**src/rtl/uart_irq_pkg.sv**
```systemverilog
package uart_irq_pkg;

  localparam int REG_W = 32;
  localparam int INT_W = 13;

  // byte offsets
  localparam logic [7:0] OFS_IEN    = 8'h00;
  localparam logic [7:0] OFS_IDIS   = 8'h04;
  localparam logic [7:0] OFS_MASK   = 8'h08;
  localparam logic [7:0] OFS_STICKY = 8'h0C;
  localparam logic [7:0] OFS_STATUS = 8'h10;
  localparam logic [7:0] OFS_RXTRIG = 8'h14;
  localparam logic [7:0] OFS_TXTRIG = 8'h18;

  // live status positions
  localparam int ST_RX_TRIG  = 0;
  localparam int ST_RX_EMPTY = 1;
  localparam int ST_RX_FULL  = 2;
  localparam int ST_TX_EMPTY = 3;
  localparam int ST_TX_FULL  = 4;
  localparam int ST_TX_TRIG  = 13;

  // sticky positions beyond the shared low field
  localparam int IS_RX_OVR  = 5;
  localparam int IS_FRAME   = 6;
  localparam int IS_PARITY  = 7;
  localparam int IS_RX_TMO  = 8;
  localparam int IS_MODEM   = 9;
  localparam int IS_TX_TRIG = 10;
  localparam int IS_TX_OVR  = 12;

  localparam logic [INT_W-1:0] INT_IMPL = 13'h17FF;

  typedef struct packed {
    logic tx_ovr;
    logic modem;
    logic rx_tmo;
    logic parity;
    logic frame;
    logic rx_ovr;
  } evt_t;

endpackage

```
**src/rtl/uirq_status_eval.sv**
```systemverilog
module uirq_status_eval
  import uart_irq_pkg::*;
#(
  parameter int RX_DEPTH = 64,
  parameter int TX_DEPTH = 64,
  parameter int CNT_W    = 7
) (
  input  logic             clk,
  input  logic             rst_n,
  input  logic [CNT_W-1:0] rx_cnt_i,
  input  logic [CNT_W-1:0] tx_cnt_i,
  input  logic [CNT_W-1:0] rx_trig_i,
  input  logic [CNT_W-1:0] tx_trig_i,
  input  evt_t             evt_i,
  output logic [REG_W-1:0] status_o,
  output logic [INT_W-1:0] set_o
);

  function automatic logic [REG_W-1:0] level_flags(
    input logic [CNT_W-1:0] rxc, input logic [CNT_W-1:0] txc,
    input logic [CNT_W-1:0] rxt, input logic [CNT_W-1:0] txt);
    logic [REG_W-1:0] s;
    s = '0;
    s[ST_RX_TRIG]  = (rxc >= rxt);
    s[ST_RX_EMPTY] = (rxc == '0);
    s[ST_RX_FULL]  = (rxc == CNT_W'(RX_DEPTH));
    s[ST_TX_EMPTY] = (txc == '0);
    s[ST_TX_FULL]  = (txc == CNT_W'(TX_DEPTH));
    s[ST_TX_TRIG]  = (txc >= txt);
    return s;
  endfunction

  function automatic logic [INT_W-1:0] to_sticky(
    input logic [REG_W-1:0] s, input evt_t e);
    logic [INT_W-1:0] v;
    v = '0;
    v[4:0]        = s[4:0];
    v[IS_TX_TRIG] = s[ST_TX_TRIG];
    v[IS_RX_OVR]  = e.rx_ovr;
    v[IS_FRAME]   = e.frame;
    v[IS_PARITY]  = e.parity;
    v[IS_RX_TMO]  = e.rx_tmo;
    v[IS_MODEM]   = e.modem;
    v[IS_TX_OVR]  = e.tx_ovr;
    return v;
  endfunction

  assign status_o = level_flags(rx_cnt_i, tx_cnt_i, rx_trig_i, tx_trig_i);
  assign set_o    = to_sticky(status_o, evt_i);


  empty_full_excl_chk: assert property (@(posedge clk) disable iff (!rst_n)
    !(status_o[ST_RX_EMPTY] && status_o[ST_RX_FULL]) &&
    !(status_o[ST_TX_EMPTY] && status_o[ST_TX_FULL]));

endmodule

```
**src/rtl/uirq_sticky.sv**
```systemverilog
module uirq_sticky #(
  parameter int W = 13
) (
  input  logic         clk,
  input  logic         rst_n,
  input  logic [W-1:0] set_i,
  input  logic [W-1:0] clr_i,
  output logic [W-1:0] q_o
);

  always_ff @(posedge clk or negedge rst_n) begin
    if (!rst_n) q_o <= '0;
    else        q_o <= (q_o & ~clr_i) | set_i;
  end


  sticky_hold_chk: assert property (@(posedge clk) disable iff (!rst_n)
    $past(rst_n) |-> (($past(q_o) & ~$past(clr_i) & ~q_o) == '0));


  set_lands_chk: assert property (@(posedge clk) disable iff (!rst_n)
    $past(rst_n) |-> (($past(set_i) & ~q_o) == '0));

endmodule

```
**src/rtl/uirq_mask.sv**
```systemverilog
module uirq_mask #(
  parameter int           W    = 13,
  parameter logic [W-1:0] IMPL = '1
) (
  input  logic         clk,
  input  logic         rst_n,
  input  logic [W-1:0] set_i,
  input  logic [W-1:0] clr_i,
  output logic [W-1:0] q_o
);

  always_ff @(posedge clk or negedge rst_n) begin
    if (!rst_n) q_o <= '0;
    else        q_o <= ((q_o | set_i) & ~clr_i) & IMPL;
  end


  mask_stable_chk: assert property (@(posedge clk) disable iff (!rst_n)
    ($past(rst_n) && ($past(set_i) == '0) && ($past(clr_i) == '0)) |-> $stable(q_o));

endmodule

```
**src/rtl/uart_irq_ctrl.sv**
```systemverilog
module uart_irq_ctrl
  import uart_irq_pkg::*;
#(
  parameter int RX_DEPTH = 64,
  parameter int TX_DEPTH = 64,
  parameter int TRIG_RST = 32,
  parameter int ADDR_W   = 8,
  parameter int CNT_W    = $clog2((RX_DEPTH > TX_DEPTH) ? RX_DEPTH : TX_DEPTH) + 1
) (
  input  logic              clk,
  input  logic              rst_n,
  input  logic [CNT_W-1:0]  rx_count,
  input  logic [CNT_W-1:0]  tx_count,
  input  logic              evt_rx_overrun,
  input  logic              evt_framing,
  input  logic              evt_parity,
  input  logic              evt_rx_timeout,
  input  logic              evt_modem,
  input  logic              evt_tx_overrun,
  input  logic [ADDR_W-1:0] reg_addr,
  input  logic              reg_wr,
  input  logic [31:0]       reg_wdata,
  output logic [31:0]       reg_rdata,
  output logic              irq
);

  localparam logic [CNT_W-1:0] TRIG_INIT = CNT_W'(TRIG_RST);

  evt_t             evt;
  logic [REG_W-1:0] status_w;
  logic [INT_W-1:0] set_vec;
  logic [INT_W-1:0] sticky_q;
  logic [INT_W-1:0] mask_q;
  logic [CNT_W-1:0] rx_trig_q;
  logic [CNT_W-1:0] tx_trig_q;
  logic             wr_ien, wr_idis, wr_sticky, wr_rxtrig, wr_txtrig;
  logic [INT_W-1:0] wdata_int;
  logic             unused_hi;

  assign evt = '{tx_ovr: evt_tx_overrun, modem: evt_modem, rx_tmo: evt_rx_timeout,
                 parity: evt_parity, frame: evt_framing, rx_ovr: evt_rx_overrun};

  assign wdata_int = reg_wdata[INT_W-1:0];
  assign unused_hi = ^reg_wdata[31:INT_W];

  assign wr_ien    = reg_wr && (reg_addr == ADDR_W'(OFS_IEN));
  assign wr_idis   = reg_wr && (reg_addr == ADDR_W'(OFS_IDIS));
  assign wr_sticky = reg_wr && (reg_addr == ADDR_W'(OFS_STICKY));
  assign wr_rxtrig = reg_wr && (reg_addr == ADDR_W'(OFS_RXTRIG));
  assign wr_txtrig = reg_wr && (reg_addr == ADDR_W'(OFS_TXTRIG));

  always_ff @(posedge clk or negedge rst_n) begin
    if (!rst_n) begin
      rx_trig_q <= TRIG_INIT;
      tx_trig_q <= TRIG_INIT;
    end else begin
      if (wr_rxtrig) rx_trig_q <= reg_wdata[CNT_W-1:0];
      if (wr_txtrig) tx_trig_q <= reg_wdata[CNT_W-1:0];
    end
  end

  uirq_status_eval #(.RX_DEPTH(RX_DEPTH), .TX_DEPTH(TX_DEPTH), .CNT_W(CNT_W)) u_eval (
    .clk(clk), .rst_n(rst_n),
    .rx_cnt_i(rx_count), .tx_cnt_i(tx_count),
    .rx_trig_i(rx_trig_q), .tx_trig_i(tx_trig_q),
    .evt_i(evt), .status_o(status_w), .set_o(set_vec)
  );

  uirq_sticky #(.W(INT_W)) u_sticky (
    .clk(clk), .rst_n(rst_n),
    .set_i(set_vec),
    .clr_i(wr_sticky ? wdata_int : '0),
    .q_o(sticky_q)
  );

  uirq_mask #(.W(INT_W), .IMPL(INT_IMPL)) u_mask (
    .clk(clk), .rst_n(rst_n),
    .set_i(wr_ien ? wdata_int : '0),
    .clr_i(wr_idis ? wdata_int : '0),
    .q_o(mask_q)
  );

  always_comb begin
    reg_rdata = '0;
    case (reg_addr)
      ADDR_W'(OFS_MASK):   reg_rdata = 32'(mask_q);
      ADDR_W'(OFS_STICKY): reg_rdata = 32'(sticky_q);
      ADDR_W'(OFS_STATUS): reg_rdata = status_w;
      ADDR_W'(OFS_RXTRIG): reg_rdata = 32'(rx_trig_q);
      ADDR_W'(OFS_TXTRIG): reg_rdata = 32'(tx_trig_q);
      default:             reg_rdata = '0;
    endcase
  end

  assign irq = |(mask_q & sticky_q);


  tx_trig_remap_chk: assert property (@(posedge clk) disable iff (!rst_n)
    ($past(rst_n) && $past(status_w[ST_TX_TRIG])) |-> sticky_q[IS_TX_TRIG]);


  irq_source_chk: assert property (@(posedge clk) disable iff (!rst_n)
    irq |-> ((mask_q != '0) && (sticky_q != '0)));


  reserved_bit_chk: assert property (@(posedge clk) disable iff (!rst_n)
    !sticky_q[11] && !mask_q[11]);

endmodule

```
**config.mk**
```make
export PLATFORM = sky130hd
export DESIGN_NAME = uart_irq_ctrl
export DESIGN_NICKNAME = d
export VERILOG_FILES = /design/src/rtl/uart_irq_pkg.sv /design/src/rtl/uirq_status_eval.sv /design/src/rtl/uirq_sticky.sv /design/src/rtl/uirq_mask.sv /design/src/rtl/uart_irq_ctrl.sv
export SDC_FILE = /design/constraint.sdc
export NUM_CORES = 1
export LEC_CHECK = 0
export ABC_AREA = 1
export BUFFER_PORTS_ARGS = -buffer_cell sky130_fd_sc_hd__buf_2
export CORE_MARGIN = 5
export CORE_UTILIZATION = 54
export DETAILED_ROUTE_END_ITERATION = 16
export GPL_TIMING_DRIVEN = 1
export PLACE_DENSITY = 0.84
export SYNTH_ARGS = -nofsm -noshare
export SYNTH_HDL_FRONTEND = slang
export SYNTH_SLANG_ARGS = --single-unit
```
**constraint.sdc**
```tcl
create_clock -name clk -period 4.1 [get_ports clk]
set_clock_uncertainty 0.2 [all_clocks]
set_input_delay 0.205 -clock clk [delete_from_list [all_inputs] [get_ports clk]]
set_output_delay 0.205 -clock clk [all_outputs]
set_load 0.02 [all_outputs]
```
==> results_dict.tcl <==
set metrics [dict create \
    cp.arrival_ns 1.91 \
    ff2ff_setup_slack_ns 2.38 \
    outcome "complete, no violations" \
    die_h_um 80.96 \
    cts_tree "built" \
    crit_path_max_fanout 4 \
    ys_ff_latch 39 \
    fp-row-count 25 \
    clock_path_buffers 2 \
    finalCritPeriodShare_pct 56.45 \
    yosys.area.top_type "dfrtp_1" \
    synth_compound_area_share_pct 10.91 \
    place_ws_ns 2.081 \
    area_delta_synth_final_pct 19.56 \
    ys_seq_area_share_pct 35.99 \
    p_comb_share_pct 19.1 \
    drt-initial-drc-count 246 \
    switchingPower_w 0.0002456 \
    synth_fa_ha_area_share_pct 6.443 \
    insertion_delay_ns 0.29 \
    clock_sinks 39 \
    max_slew.worst_pin.slew_ns 1.015 \
    min_period_ns 2.315 \
    num_antenna_cells 0 \
    final_common_cell "nand2_1" \
    grt_max_degree 40 \
    path_clk_slew_ns 0.07 \
    port_buffers 58 \
    synthSimpleGateAreaFrac_pct 29.64 \
    intPower_w 0.0005892 \
    fp.dieArea_um2 6554 \
    grt_use_total_pct 22.60 \
    initial_core_util_pct 56.44 \
    whs_ns 0.04019 \
    fin_setup_tns_ns 0 \
    end_kind "output port" \
    maxCapViolCount 0 \
    path_class "input pin to output port" \
    p_total_w 0.0008348 \
    viasPerCell 5.143 \
    synth_mux_area_share_pct 0 \
    drive_above_1_share_pct 16.59 \
    synth.area.top_cells "dfrtp_1, nand2_1, inv_1" \
    start_kind "input pin" \
    synth_top_area_share_pct 34.05 \
    slew_viol_final 0 \
    core-area_um2 4817 \
    cts-buffers-inserted 5 \
    grt_pass1_wl_mm 11.41 \
    placed_area_um2 2949 \
    setup_viol 0 \
    relSlewSlack_pct 32.05 \
    ant_nets 0 \
    syn_inst 386 \
    max_freq_ghz 0.4321 \
    p_seq_share_pct 50.6 \
    dr.pass1.iters 5 \
    syn-mean-instance-area_um2 7.044 \
    grt_pass1_vias 2576 \
    globalplace.congestion 0.8515 \
    cts_root_buffer "clkbuf_8" \
    antenna_found_initial 0 \
    ys_warn_count 0 \
    h-tree-depth 2 \
    power.leakage_nw 1.818 \
    hp-class "input pin to flop" \
    fin_area_um2 3251 \
    vdd_drop_max_mv 0.2221 \
    crit_required_ns 3.69 \
    hold_viol 0 \
    switching_share_pct 29.42 \
    fill_cells 441 \
    fp.dieW_um 80.96 \
    final.setup.worst_slack_ns 1.785 \
    p_per_area_nw_per_um2 256.8 \
    hpwl_mm 5.180 \
    ys_types 26 \
    synthXorXnorAreaFrac_pct 0 \
    grt_overflow_total 0 \
    nets 540 \
    wl_per_cell_um 13.09 \
    rsz0062_at_grt "no" \
    clock_power_share_pct 30.2 \
    synth_area_um2 2719 \
    synth_top_family_by_area "simple AND/OR/NAND/NOR gates" \
    final_cell_mix "nand2_1, inv_1, buf_2" \
    drc 0 \
    route.vias.total 2731 \
    wl_mm 6.953 \
    pin_count 96 \
]
==> registers in the layout, indices dropped and copies added, names as in the netlist <==
name          count
tx_trig_q         7
u_mask.q_o       12
rx_trig_q         7
u_sticky.q_o     13
==> final timing paths <==
check | from | end | cells past startpoint
min in group asynchronous | rst_n | u_sticky.q_o[11]$_DFF_PN0_ | 2
max in group asynchronous | rst_n | u_mask.q_o[6]$_DFF_PN0_ | 2
setup / recovery | tx_count[6] | reg_rdata[13] | 10
setup reg to reg | tx_trig_q[5]$_DFFE_PN1P_ | u_sticky.q_o[10]$_DFF_PN0_ | 8
hold / removal | rx_count[4] | u_sticky.q_o[2]$_DFF_PN0_ | 4
hold reg to reg | rx_trig_q[5]$_DFFE_PN1P_ | rx_trig_q[5]$_DFFE_PN1P_ | 2
==> kinds of logic after synthesis <==
| kind of cell | count (synthesis) |
|---|---|
| compound gates | 55 |
| other cells | 1 |
| flops | 39 |
| simple gates | 184 |
| buf+inv | 93 |
| fa+ha+maj | 14 |
==> routing by layer <==
| metal | track usage (%) | vias to the layer above | wire length (um) |
|---|---|---|---|
| met5 | 0 | - | 0 |
| met4 | 8.277 | 0 | 148 |
| met3 | 3.769 | 18 | 510 |
| met2 | 38.18 | 119 | 3370 |
| met1 | 29.10 | 1250 | 2924 |
| li1 | - | 1344 | - |
==> power by group through the flow <==
stage | clock network [W] | logic, W | registers (W)
final | 0.000252 | 0.000160 | 0.000423
after global routing | 0.000272 | 0.000182 | 0.000425
after CTS | 0.000254 | 0.000159 | 0.000422
after detailed placement | 0 | 0.000143 | 0.000429
after global placement | 0 | 0.000137 | 0.000428
after floorplan | 0 | 0.000102 | 0.000425
==> cell usage after synthesis <==
cell type / count
o21ai_1: 3
a31oi_1: 1
o22ai_1: 4
nor3_1: 5
nor2_2: 3
nor2_4: 3
ha_1: 14
o21ai_0: 25
dfstp_2: 2
conb_1: 1
nand3b_1: 1
or2_2: 1
buf_4: 20
nand3_1: 46
nand2_2: 2
dfrtp_1: 37
inv_1: 64
a21oi_1: 16
inv_2: 1
buf_2: 4
nand2_1: 80
a21o_1: 2
nand4_1: 4
nor2_1: 39
buf_6: 4
o21bai_1: 4
==> what timing repair did <==
| action | in CTS | in global routing |
|---|---|---|
| hold buffers | 22 | 0 |
| setup buffers | 0 | 0 |
| hold endpoints to repair | 64 | 0 |
| gates resized for setup | 0 | 0 |
| setup endpoints to repair | 0 | 0 |
==> final cells by class <==
class | instances | area, um^2 | share of cell area (%)
clock buffers | 7 | 76.32 | 2.348
clock inverters | 1 | 5.005 | 0.1540
inverters | 65 | 244.0 | 7.506
multi-input cells | 271 | 1345 | 41.38
flip-flops and latches | 39 | 978.4 | 30.10
well taps | 67 | 83.83 | 2.579
repair buffers | 81 | 518.0 | 15.94
==> per-stage QoR <==
stage          instances  util [%]
2_1_floorplan        403         -
3_3_place_gp         501     61.22
5_1_grt              531     67.48
3_5_place_dp         501     61.22
4_1_cts              531     67.48
6_report             531     67.48
==> critical path: stages <==
cell and delay [ns]:
dlygate4sd3_1 0.54, buf_2 0.15, ha_1 0.29, nand2_1 0.09
nor2_1 0.10, nand4_1 0.08, nand3_1 0.15, nand2_1 0.09
inv_1 0.06, buf_2 0.15
Note: power is estimated with default switching activity, not from simulation.
